==> config.mk <==
export PLATFORM = sky130hd
export DESIGN_NAME = fetch_fold_queue
export DESIGN_NICKNAME = d
export VERILOG_FILES = /design/src/rtl/fq_pkg.sv /design/src/rtl/fq_fold_sort.sv /design/src/rtl/fq_ring.sv /design/src/rtl/fetch_fold_queue.sv
export SDC_FILE = /design/constraint.sdc
export NUM_CORES = 1
export LEC_CHECK = 0
export ABC_CLOCK_PERIOD_IN_PS = 13250
export BUFFER_PORTS_ARGS = -buffer_cell sky130_fd_sc_hd__buf_4
export CAP_MARGIN = 20
export CORE_MARGIN = 1
export CORE_UTILIZATION = 48
export DETAILED_ROUTE_END_ITERATION = 10
export GPL_TIMING_DRIVEN = 1
export PLACE_DENSITY_LB_ADDON = 0.05
export SLEW_MARGIN = 20
export SYNTH_ARGS = -nofsm -noshare
export SYNTH_HDL_FRONTEND = slang
export SYNTH_SLANG_ARGS = --single-unit
==> constraint.sdc <==
create_clock -name clk -period 13.25 [get_ports clk]
set_input_delay 1.325 -clock clk [delete_from_list [all_inputs] [get_ports clk]]
set_output_delay 1.325 -clock clk [all_outputs]
set_load 0.005 [all_outputs]
==> src/rtl/fq_pkg.sv <==
package fq_pkg;
  localparam int unsigned FQ_FETCH_W = 2;

  // Advance a ring index by inc positions modulo depth (inc < depth).
  function automatic int unsigned fq_wrap(input int unsigned p,
                                          input int unsigned inc,
                                          input int unsigned depth);
    int unsigned s;
    s = p + inc;
    if (s >= depth) s = s - depth;
    return s;
  endfunction
endpackage

==> src/rtl/fq_fold_sort.sv <==
module fq_fold_sort #(
  parameter int IW = 32
) (
  input  logic            en,
  input  logic [1:0]      valid,
  input  logic [1:0]      branch,
  input  logic [2*IW-1:0] instr,
  output logic [1:0]      take,
  output logic [1:0]      push_cnt,
  output logic [IW-1:0]   push_a,
  output logic [IW-1:0]   push_b,
  output logic            fold_v,
  output logic [IW-1:0]   fold_instr
);
  logic [IW-1:0] i0, i1;
  logic          t0, t1, n0, n1;

  assign i0 = instr[IW-1:0];
  assign i1 = instr[2*IW-1:IW];

  always_comb begin
    t0 = en & valid[0];
    // slot 1 needs slot 0 in the same cycle and is held back behind a second branch
    t1 = en & valid[0] & valid[1] & ~(branch[0] & branch[1]);
    n0 = t0 & ~branch[0];
    n1 = t1 & ~branch[1];
    take       = {t1, t0};
    push_cnt   = {1'b0, n0} + {1'b0, n1};
    push_a     = n0 ? i0 : i1;
    push_b     = i1;
    fold_v     = (t0 & branch[0]) | (t1 & branch[1]);
    fold_instr = (t0 & branch[0]) ? i0 : i1;
  end
endmodule

==> src/rtl/fq_ring.sv <==
module fq_ring
  import fq_pkg::*;
#(
  parameter int IW     = 32,
  parameter int DEPTH  = 6,
  parameter int DISP_W = 3,
  parameter int CW     = $clog2(DEPTH + 1),
  parameter int PRW    = $clog2(DISP_W + 1)
) (
  input  logic                 clk,
  input  logic                 rst,
  input  logic                 flush,
  input  logic [1:0]           push_cnt,
  input  logic [IW-1:0]        push_a,
  input  logic [IW-1:0]        push_b,
  input  logic [PRW-1:0]       pop_req,
  output logic [CW-1:0]        occupancy,
  output logic [DISP_W-1:0]    head_valid,
  output logic [DISP_W*IW-1:0] head_instr
);
  localparam int PW = (DEPTH > 1) ? $clog2(DEPTH) : 1;

  logic [IW-1:0] mem [DEPTH];
  logic [PW-1:0] rd_ptr, wr_ptr;
  logic [CW-1:0] count, pop_n;
  logic [PW-1:0] wr_next1;

  assign wr_next1 = PW'(fq_wrap(32'(wr_ptr), 1, DEPTH));

  always_comb begin
    if (flush)                     pop_n = '0;
    else if (CW'(pop_req) > count) pop_n = count;
    else                           pop_n = CW'(pop_req);
  end

  // storage: plain writes, no reset, so the array maps to memory cells
  always_ff @(posedge clk) begin
    if (push_cnt != 2'd0) mem[wr_ptr]   <= push_a;
    if (push_cnt == 2'd2) mem[wr_next1] <= push_b;
  end

  always_ff @(posedge clk) begin
    if (rst || flush) begin
      rd_ptr <= '0;
      wr_ptr <= '0;
      count  <= '0;
    end else begin
      rd_ptr <= PW'(fq_wrap(32'(rd_ptr), 32'(pop_n), DEPTH));
      wr_ptr <= PW'(fq_wrap(32'(wr_ptr), 32'(push_cnt), DEPTH));
      count  <= count - pop_n + CW'(push_cnt);
    end
  end

  assign occupancy = count;

  for (genvar g = 0; g < DISP_W; g++) begin : g_head
    logic [PW-1:0] idx;
    assign idx = PW'(fq_wrap(32'(rd_ptr), g, DEPTH));
    assign head_instr[g*IW +: IW] = mem[idx];
    assign head_valid[g]          = (count > CW'(g));
  end
endmodule

==> src/rtl/fetch_fold_queue.sv <==
module fetch_fold_queue
  import fq_pkg::*;
#(
  parameter int IW     = 32,
  parameter int DEPTH  = 6,
  parameter int DISP_W = 3
) (
  input  logic                         clk,
  input  logic                         rst,
  input  logic [1:0]                   fetch_valid,
  input  logic [1:0]                   fetch_branch,
  input  logic [2*IW-1:0]              fetch_instr,
  input  logic [$clog2(DISP_W+1)-1:0]  disp_req,
  input  logic                         flush,
  output logic [1:0]                   slot_taken,
  output logic                         fetch_stall,
  output logic [DISP_W-1:0]            head_valid,
  output logic [DISP_W*IW-1:0]         head_instr,
  output logic [$clog2(DEPTH+1)-1:0]   occupancy,
  output logic                         fold_valid,
  output logic [IW-1:0]                fold_instr
);
  localparam int CW  = $clog2(DEPTH + 1);
  localparam int PRW = $clog2(DISP_W + 1);

  logic          accept_en, fold_v;
  logic [1:0]    push_cnt;
  logic [IW-1:0] push_a, push_b, fold_i;

  // stall whenever a full pair might not fit
  assign fetch_stall = (occupancy > CW'(DEPTH - int'(FQ_FETCH_W)));
  assign accept_en   = ~flush & ~fetch_stall;

  fq_fold_sort #(.IW(IW)) sort_i (
    .en(accept_en), .valid(fetch_valid), .branch(fetch_branch),
    .instr(fetch_instr), .take(slot_taken), .push_cnt(push_cnt),
    .push_a(push_a), .push_b(push_b), .fold_v(fold_v), .fold_instr(fold_i)
  );

  fq_ring #(.IW(IW), .DEPTH(DEPTH), .DISP_W(DISP_W), .CW(CW), .PRW(PRW)) ring_i (
    .clk(clk), .rst(rst), .flush(flush), .push_cnt(push_cnt),
    .push_a(push_a), .push_b(push_b), .pop_req(disp_req),
    .occupancy(occupancy), .head_valid(head_valid), .head_instr(head_instr)
  );

  always_ff @(posedge clk) begin
    if (rst || flush) fold_valid <= 1'b0;
    else              fold_valid <= fold_v;
  end

  always_ff @(posedge clk) begin
    if (fold_v) fold_instr <= fold_i;
  end
endmodule

== Word-level counts from Yosys, hierarchy flattened ==
Memory sizes are Yosys's and may differ from the RTL's.
Cells that the tools add are included.

* Bitwise gates (word level): 15
* Order comparisons: 11
* Eq/ne operators: 1
* Div/mod/pow operators: 0
* Add/sub/neg operators: 14
* Shift operators: 0
* Mux-type cells: 14
* $mul: 0
* Reduce and logical (&&, ||, !) cells: 2

{| class="wikitable"
|+ Operators with widths
! cell !! count
|-
| 32-bit two-way mux || 2
|-
| 3-bit two-way mux || 8
|-
| 4-bit by 3-bit >= comparator with 1-bit output, second input constant || 5
|-
| 3-bit subtractor, second input constant || 6
|-
| 1-bit AND || 9
|-
| 3-bit by 1-bit adder with 4-bit output, second input constant || 2
|-
| 3-bit by 1-bit > comparator with 1-bit output, second input constant || 2
|-
| 1-bit NOT || 5
|-
| 3-bit by 2-bit adder with 4-bit output || 1
|-
| 3-bit by 2-bit adder with 4-bit output, second input constant || 1
|-
| 3-bit by 3-bit adder with 4-bit output || 1
|-
| 1-bit two-way mux || 4
|-
| 3-bit by 2-bit adder with 3-bit output || 1
|-
| 3-bit >= comparator, second input constant || 1
|-
| 2-bit by 3-bit > comparator with 1-bit output || 1
|-
| 3-bit by 2-bit > comparator with 1-bit output, second input constant || 1
|-
| 3-bit > comparator, second input constant || 1
|-
| 3-bit subtractor || 1
|-
| 1-bit by 1-bit adder with 2-bit output || 1
|-
| 2-bit == test, second input constant || 1
|-
| 2-bit nonzero test || 1
|-
| 1-bit logical OR || 1
|-
| 1-bit OR || 1
|}

* Latch bits: 0
* Bits of input ports: 73
* Word-level logic and storage cells: 63
* Memories: 1
* Register bits after elaboration: 42
* Bits in writable memories: 192
* Bits in read-only memories: 0

{| class="wikitable"
|+ Memories
! memory !! depth !! bits a word !! rd ports !! clocked after memory_dff !! write ports !! RTL line !! text
|-
| ring_i.mem || 6 || 32 || 3 || 0 || 2 || fq_ring.sv:23 || <nowiki>logic [IW-1:0] mem [DEPTH];</nowiki>
|}

== Depth between registers and ports, before layout ==
* Depth in word-level cells: 11
* Depth in mapped cells: 15
* Gate-level depth less buffers: 14

== By module ==
From an unflattened synthesis, not the netlist that was laid out.

* Cell total of the unflattened synthesis: 1163
* Area, all modules: 15581.2 µm²

{| class="wikitable"
|+ Modules (own cells, without submodules)
! module !! area each (µm²) !! seq. area each (µm²) !! instances !! cells an instance
|-
| fq_ring || 13365.3 || 5945.7 || 1 || 1012
|-
| fq_fold_sort || 1213.7 || 0.0 || 1 || 115
|-
| fetch_fold_queue || 1002.2 || 980.9 || 1 || 36
|}

== Least setup slack after synthesis ==
OpenSTA, ideal clock, no wires.

* Kind: input to register
* From: in flush
* To: mem ring_i.mem[2][0] (enable)
* Data required time: 12739 ps
* Arrival time: 5819 ps
* Stages on the path: 9
* Setup slack: 6920 ps
* Path buffers: 3
* Path through: clkbuf_1 > nor2b_1 > nand2_1 > nor2_1 > buf_4 > inv_2 > clkbuf_1 > ha_1 > o41ai_1

{| class="wikitable"
|+ RTL lines
! element !! RTL line !! text
|-
| start, declared || fetch_fold_queue.sv:14 || <nowiki>input logic flush,</nowiki>
|-
| end, declared || fq_ring.sv:23 ||
|}

== Final worst setup path ==
* From: reg ring_i.rd_ptr[0]
* To: out head_instr[63]

* Longest elaborated chain between the ends: 4
* Elaborated cells between the ends (all ways): 5
* Those cells by class: add/sub (2); order compare (1); mux (1); memory (1)

{| class="wikitable"
|+ RTL lines
! element !! RTL line !! text
|-
| start, declared || fq_ring.sv:24 || <nowiki>logic [PW-1:0] rd_ptr, wr_ptr;</nowiki>
|-
| start signal, assigned || fq_ring.sv:48 || <nowiki>rd_ptr <= PW'(fq_wrap(32'(rd_ptr), 32'(pop_n), DEPTH));</nowiki>
|-
| 3-bit by 1-bit adder with 4-bit output (*) || fq_pkg.sv:9 || <nowiki>s = p + inc;</nowiki>
|-
| 4-bit by 3-bit >= comparator with 1-bit output or 3-bit subtractor (tied branches) || fq_pkg.sv:10 || <nowiki>if (s >= depth) s = s - depth;</nowiki>
|-
| 3-bit two-way mux (*) || fq_pkg.sv:10 ||
|-
| memory read 6 x 32 bit (*) || -- ||
|-
| end, declared || fetch_fold_queue.sv:18 || <nowiki>output logic [DISP_W*IW-1:0] head_instr,</nowiki>
|}

Every way passes the cells marked *; elsewhere a longest branch is shown, timed or not.

==> impl_metrics.env <==
export IMPL_status="finished clean"
export IMPL_layout_nets=1707
export IMPL_skew_ns=0.005271
export IMPL_clockBufferDepth=3
export IMPL_slew_limit_headroom=0.2786
export IMPL_synth_yosys_seq_area_share=0.4241
export IMPL_drtAntennaViolNets=0
export IMPL_finalSetupViolCount=0
export IMPL_report_power_total_uw=2081
export IMPL_syn_area_sq_um=16330
export IMPL_drv_cap=0
export IMPL_syn_avg_cell_area_sq_um=10.90
export IMPL_root_buffer="clkbuf_16"
export IMPL_syn_nets=1594
export IMPL_first_global_vias=12668
export IMPL_synth_most_common_cell="edfxtp_1"
export IMPL_numPortBuffers=210
export IMPL_synth_seq_cells=234
export IMPL_power_density_nw_per_um2=108.7
export IMPL_cts_made_buffers=28
export IMPL_first_iter_violations=1252
export IMPL_gp_congestion=0.7999
export IMPL_yosysTopAreaCell="edfxtp_1"
export IMPL_first_pass_iters=6
export IMPL_clock_latency_ns=0.54
export IMPL_period_needed_ns=6.975
export IMPL_endpoint_kind="output pin"
export IMPL_critPathMaxFanout=61
export IMPL_clk_pin_slew_worst_paths_ns=0.06
export IMPL_path_class="reg -> out"
export IMPL_fp_dieH_microns=186.5
export IMPL_dpl_hpwl_microns=31200
export IMPL_drc=0
export IMPL_grt_max_degree=103
export IMPL_wl_per_cell_microns=24.37
export IMPL_arrival_ns=5.65
export IMPL_hp_class="reg -> reg"
export IMPL_startpoint_type="register"
export IMPL_postSynthCellCount=1498
export IMPL_finalHoldViolCount=0
export IMPL_areaGrowthSynthToFinish_pct=17.21
export IMPL_synthArstFlopShare=0
export IMPL_slew_viol_final=0
export IMPL_cts_tree="built"
export IMPL_grt_overflow_total=0
export IMPL_cts_resized=0
export IMPL_rsz0062_at_grt="false"
export IMPL_irDropWorstVdd_uv=72.29
export IMPL_finalWirelength_microns=50710
export IMPL_yosys_warnings=0
export IMPL_postLayoutCoreUtil=0.5710
export IMPL_grt_usage=0.2841
export IMPL_initial_utilization=0.4871
export IMPL_antenna_found_initial=0
export IMPL_grt_pass1_wl_microns=76750
export IMPL_die_x_microns=186.5
export IMPL_htreeDepth=1
export IMPL_synth_enable_flop_cells=224
export IMPL_drive_gt1_frac=0.2933
export IMPL_vias=13045
export IMPL_fp_row_count=67
export IMPL_dieArea_sq_um=34770
export IMPL_synth_top_area_frac=0.4118
export IMPL_synth_area_leaders="edfxtp_1 41%, mux2i_1 9.9%, mux2_2 7.4%, mux4_2 4.4%, mux2_1 3.7%"
export IMPL_core_area_sq_um=33530
export IMPL_design_portCount=211
export IMPL_synth_common_cells="224 x edfxtp_1, 161 x mux2i_1, 146 x nor2_1"
export IMPL_holdBufCountCts=0
export IMPL_synth_cell_type_count=55
export IMPL_fin_tns_setup_ns=0
export IMPL_cts_sinks=234
export IMPL_worstPathRequired_ns=11.93
export IMPL_fmax_mhz=143.4
export IMPL_postCtsSetupRepairBufs=0
export IMPL_vias_per_cell=6.269
export IMPL_antennaDiodeCount=0
export IMPL_tightest_slew_ns=1.078
export IMPL_leakage_uw=0.007114
export IMPL_synthFlopType="edfxtp_1"
export IMPL_finalCritPeriodShare=0.5264
[per-stage QoR]
step	hold WS, ns	setup slack (ns)	instance area, sq um	cells
2_1_floorplan	0.5830	6.920	16330	1498
3_3_place_gp	0.6018	6.963	18140	2024
3_5_place_dp	0.6093	6.934	18240	2028
4_1_cts	0.6308	6.340	19120	2080
5_1_grt	0.6783	6.011	19150	2081
6_report	0.6252	6.275	19150	2081
[report_power, final]
| group | total [uW] | internal [uW] | switching [uW] |
|---|---|---|---|
| Sequential | 840 | 830 | 10.7 |
| Clock | 750 | 438 | 312 |
| Combinational | 491 | 237 | 254 |
[layer usage]
metal  GRT usage  share of wire
met1      0.3848           0.42
met4     0.07219          0.019
met2      0.4822           0.49
met3     0.03536          0.075
met5           0              0
[worst max-delay path, stage by stage, from the launching register on]
cell and delay (ns):
dfxtp_4 0.52, buf_4 0.68, ha_1 0.28, xnor2_1 0.23, and2_2 0.90, a31o_2 0.26
buf_4 0.58, nor2_4 0.31, buf_4 0.36, a221oi_1 0.62, buf_4 0.22
[cells by family after synthesis]
| group | after synthesis | synth area share |
|---|---|---|
| buffers and inverters | 205 | 0.05454 |
| multiplexers | 354 | 0.2538 |
| other | 1 | 0.0002296 |
| AO/OA/AOI/OAI | 260 | 0.1301 |
| AND/OR/NAND/NOR | 411 | 0.1108 |
| XOR/XNOR | 10 | 0.006971 |
| flip-flops | 234 | 0.4241 |
| adder cells (fa/ha/maj) | 23 | 0.01946 |
[path summary, 6_finish.rpt]
kind / cells past startpoint / slack [ns] / end / start
max: 10 / 6.28 / head_instr[63] / ring_i.rd_ptr[0]
min reg2reg: 2 / 0.63 / ring_i.occupancy[2] / ring_i.occupancy[2]
min: 2 / 0.63 / ring_i.occupancy[2] / ring_i.occupancy[2]
max reg2reg: 9 / 9.08 / ring_i.mem[0][21] / ring_i.occupancy[0]
[cells in the final DEF (no fill, tap or decap), types with 46 or more instances in the layout]
cell type | netlist | final
a22oi_1 | 65 | 65
buf_4 | 7 | 235
edfxtp_1 | 224 | 224
inv_1 | 46 | 46
mux2_1 | 54 | 54
mux2_2 | 107 | 107
mux2i_1 | 161 | 161
nand2_1 | 108 | 106
nand3_1 | 98 | 98
nor2_1 | 146 | 142
[registers in the layout, indices dropped and copies added (netlist names)]
| register | cells |
|---|---|
| ring_i.occupancy | 3 |
| ring_i.rd_ptr | 3 |
| fold_valid | 1 |
| fold_instr | 32 |
| ring_i.mem | 192 |
| ring_i.wr_ptr | 3 |
[layout make-up]
cell class / instances / area, sq um
sequential: 234 / 6930
clock buffer: 37 / 755.7
tap: 448 / 560.5
timing repair buffer: 240 / 1887
multi-input combinational: 1059 / 8710
inverter: 48 / 180.2
clock inverter: 15 / 122.6
fill: 2902 / 14390
No activity file was read; power rests on OpenSTA's default activity.
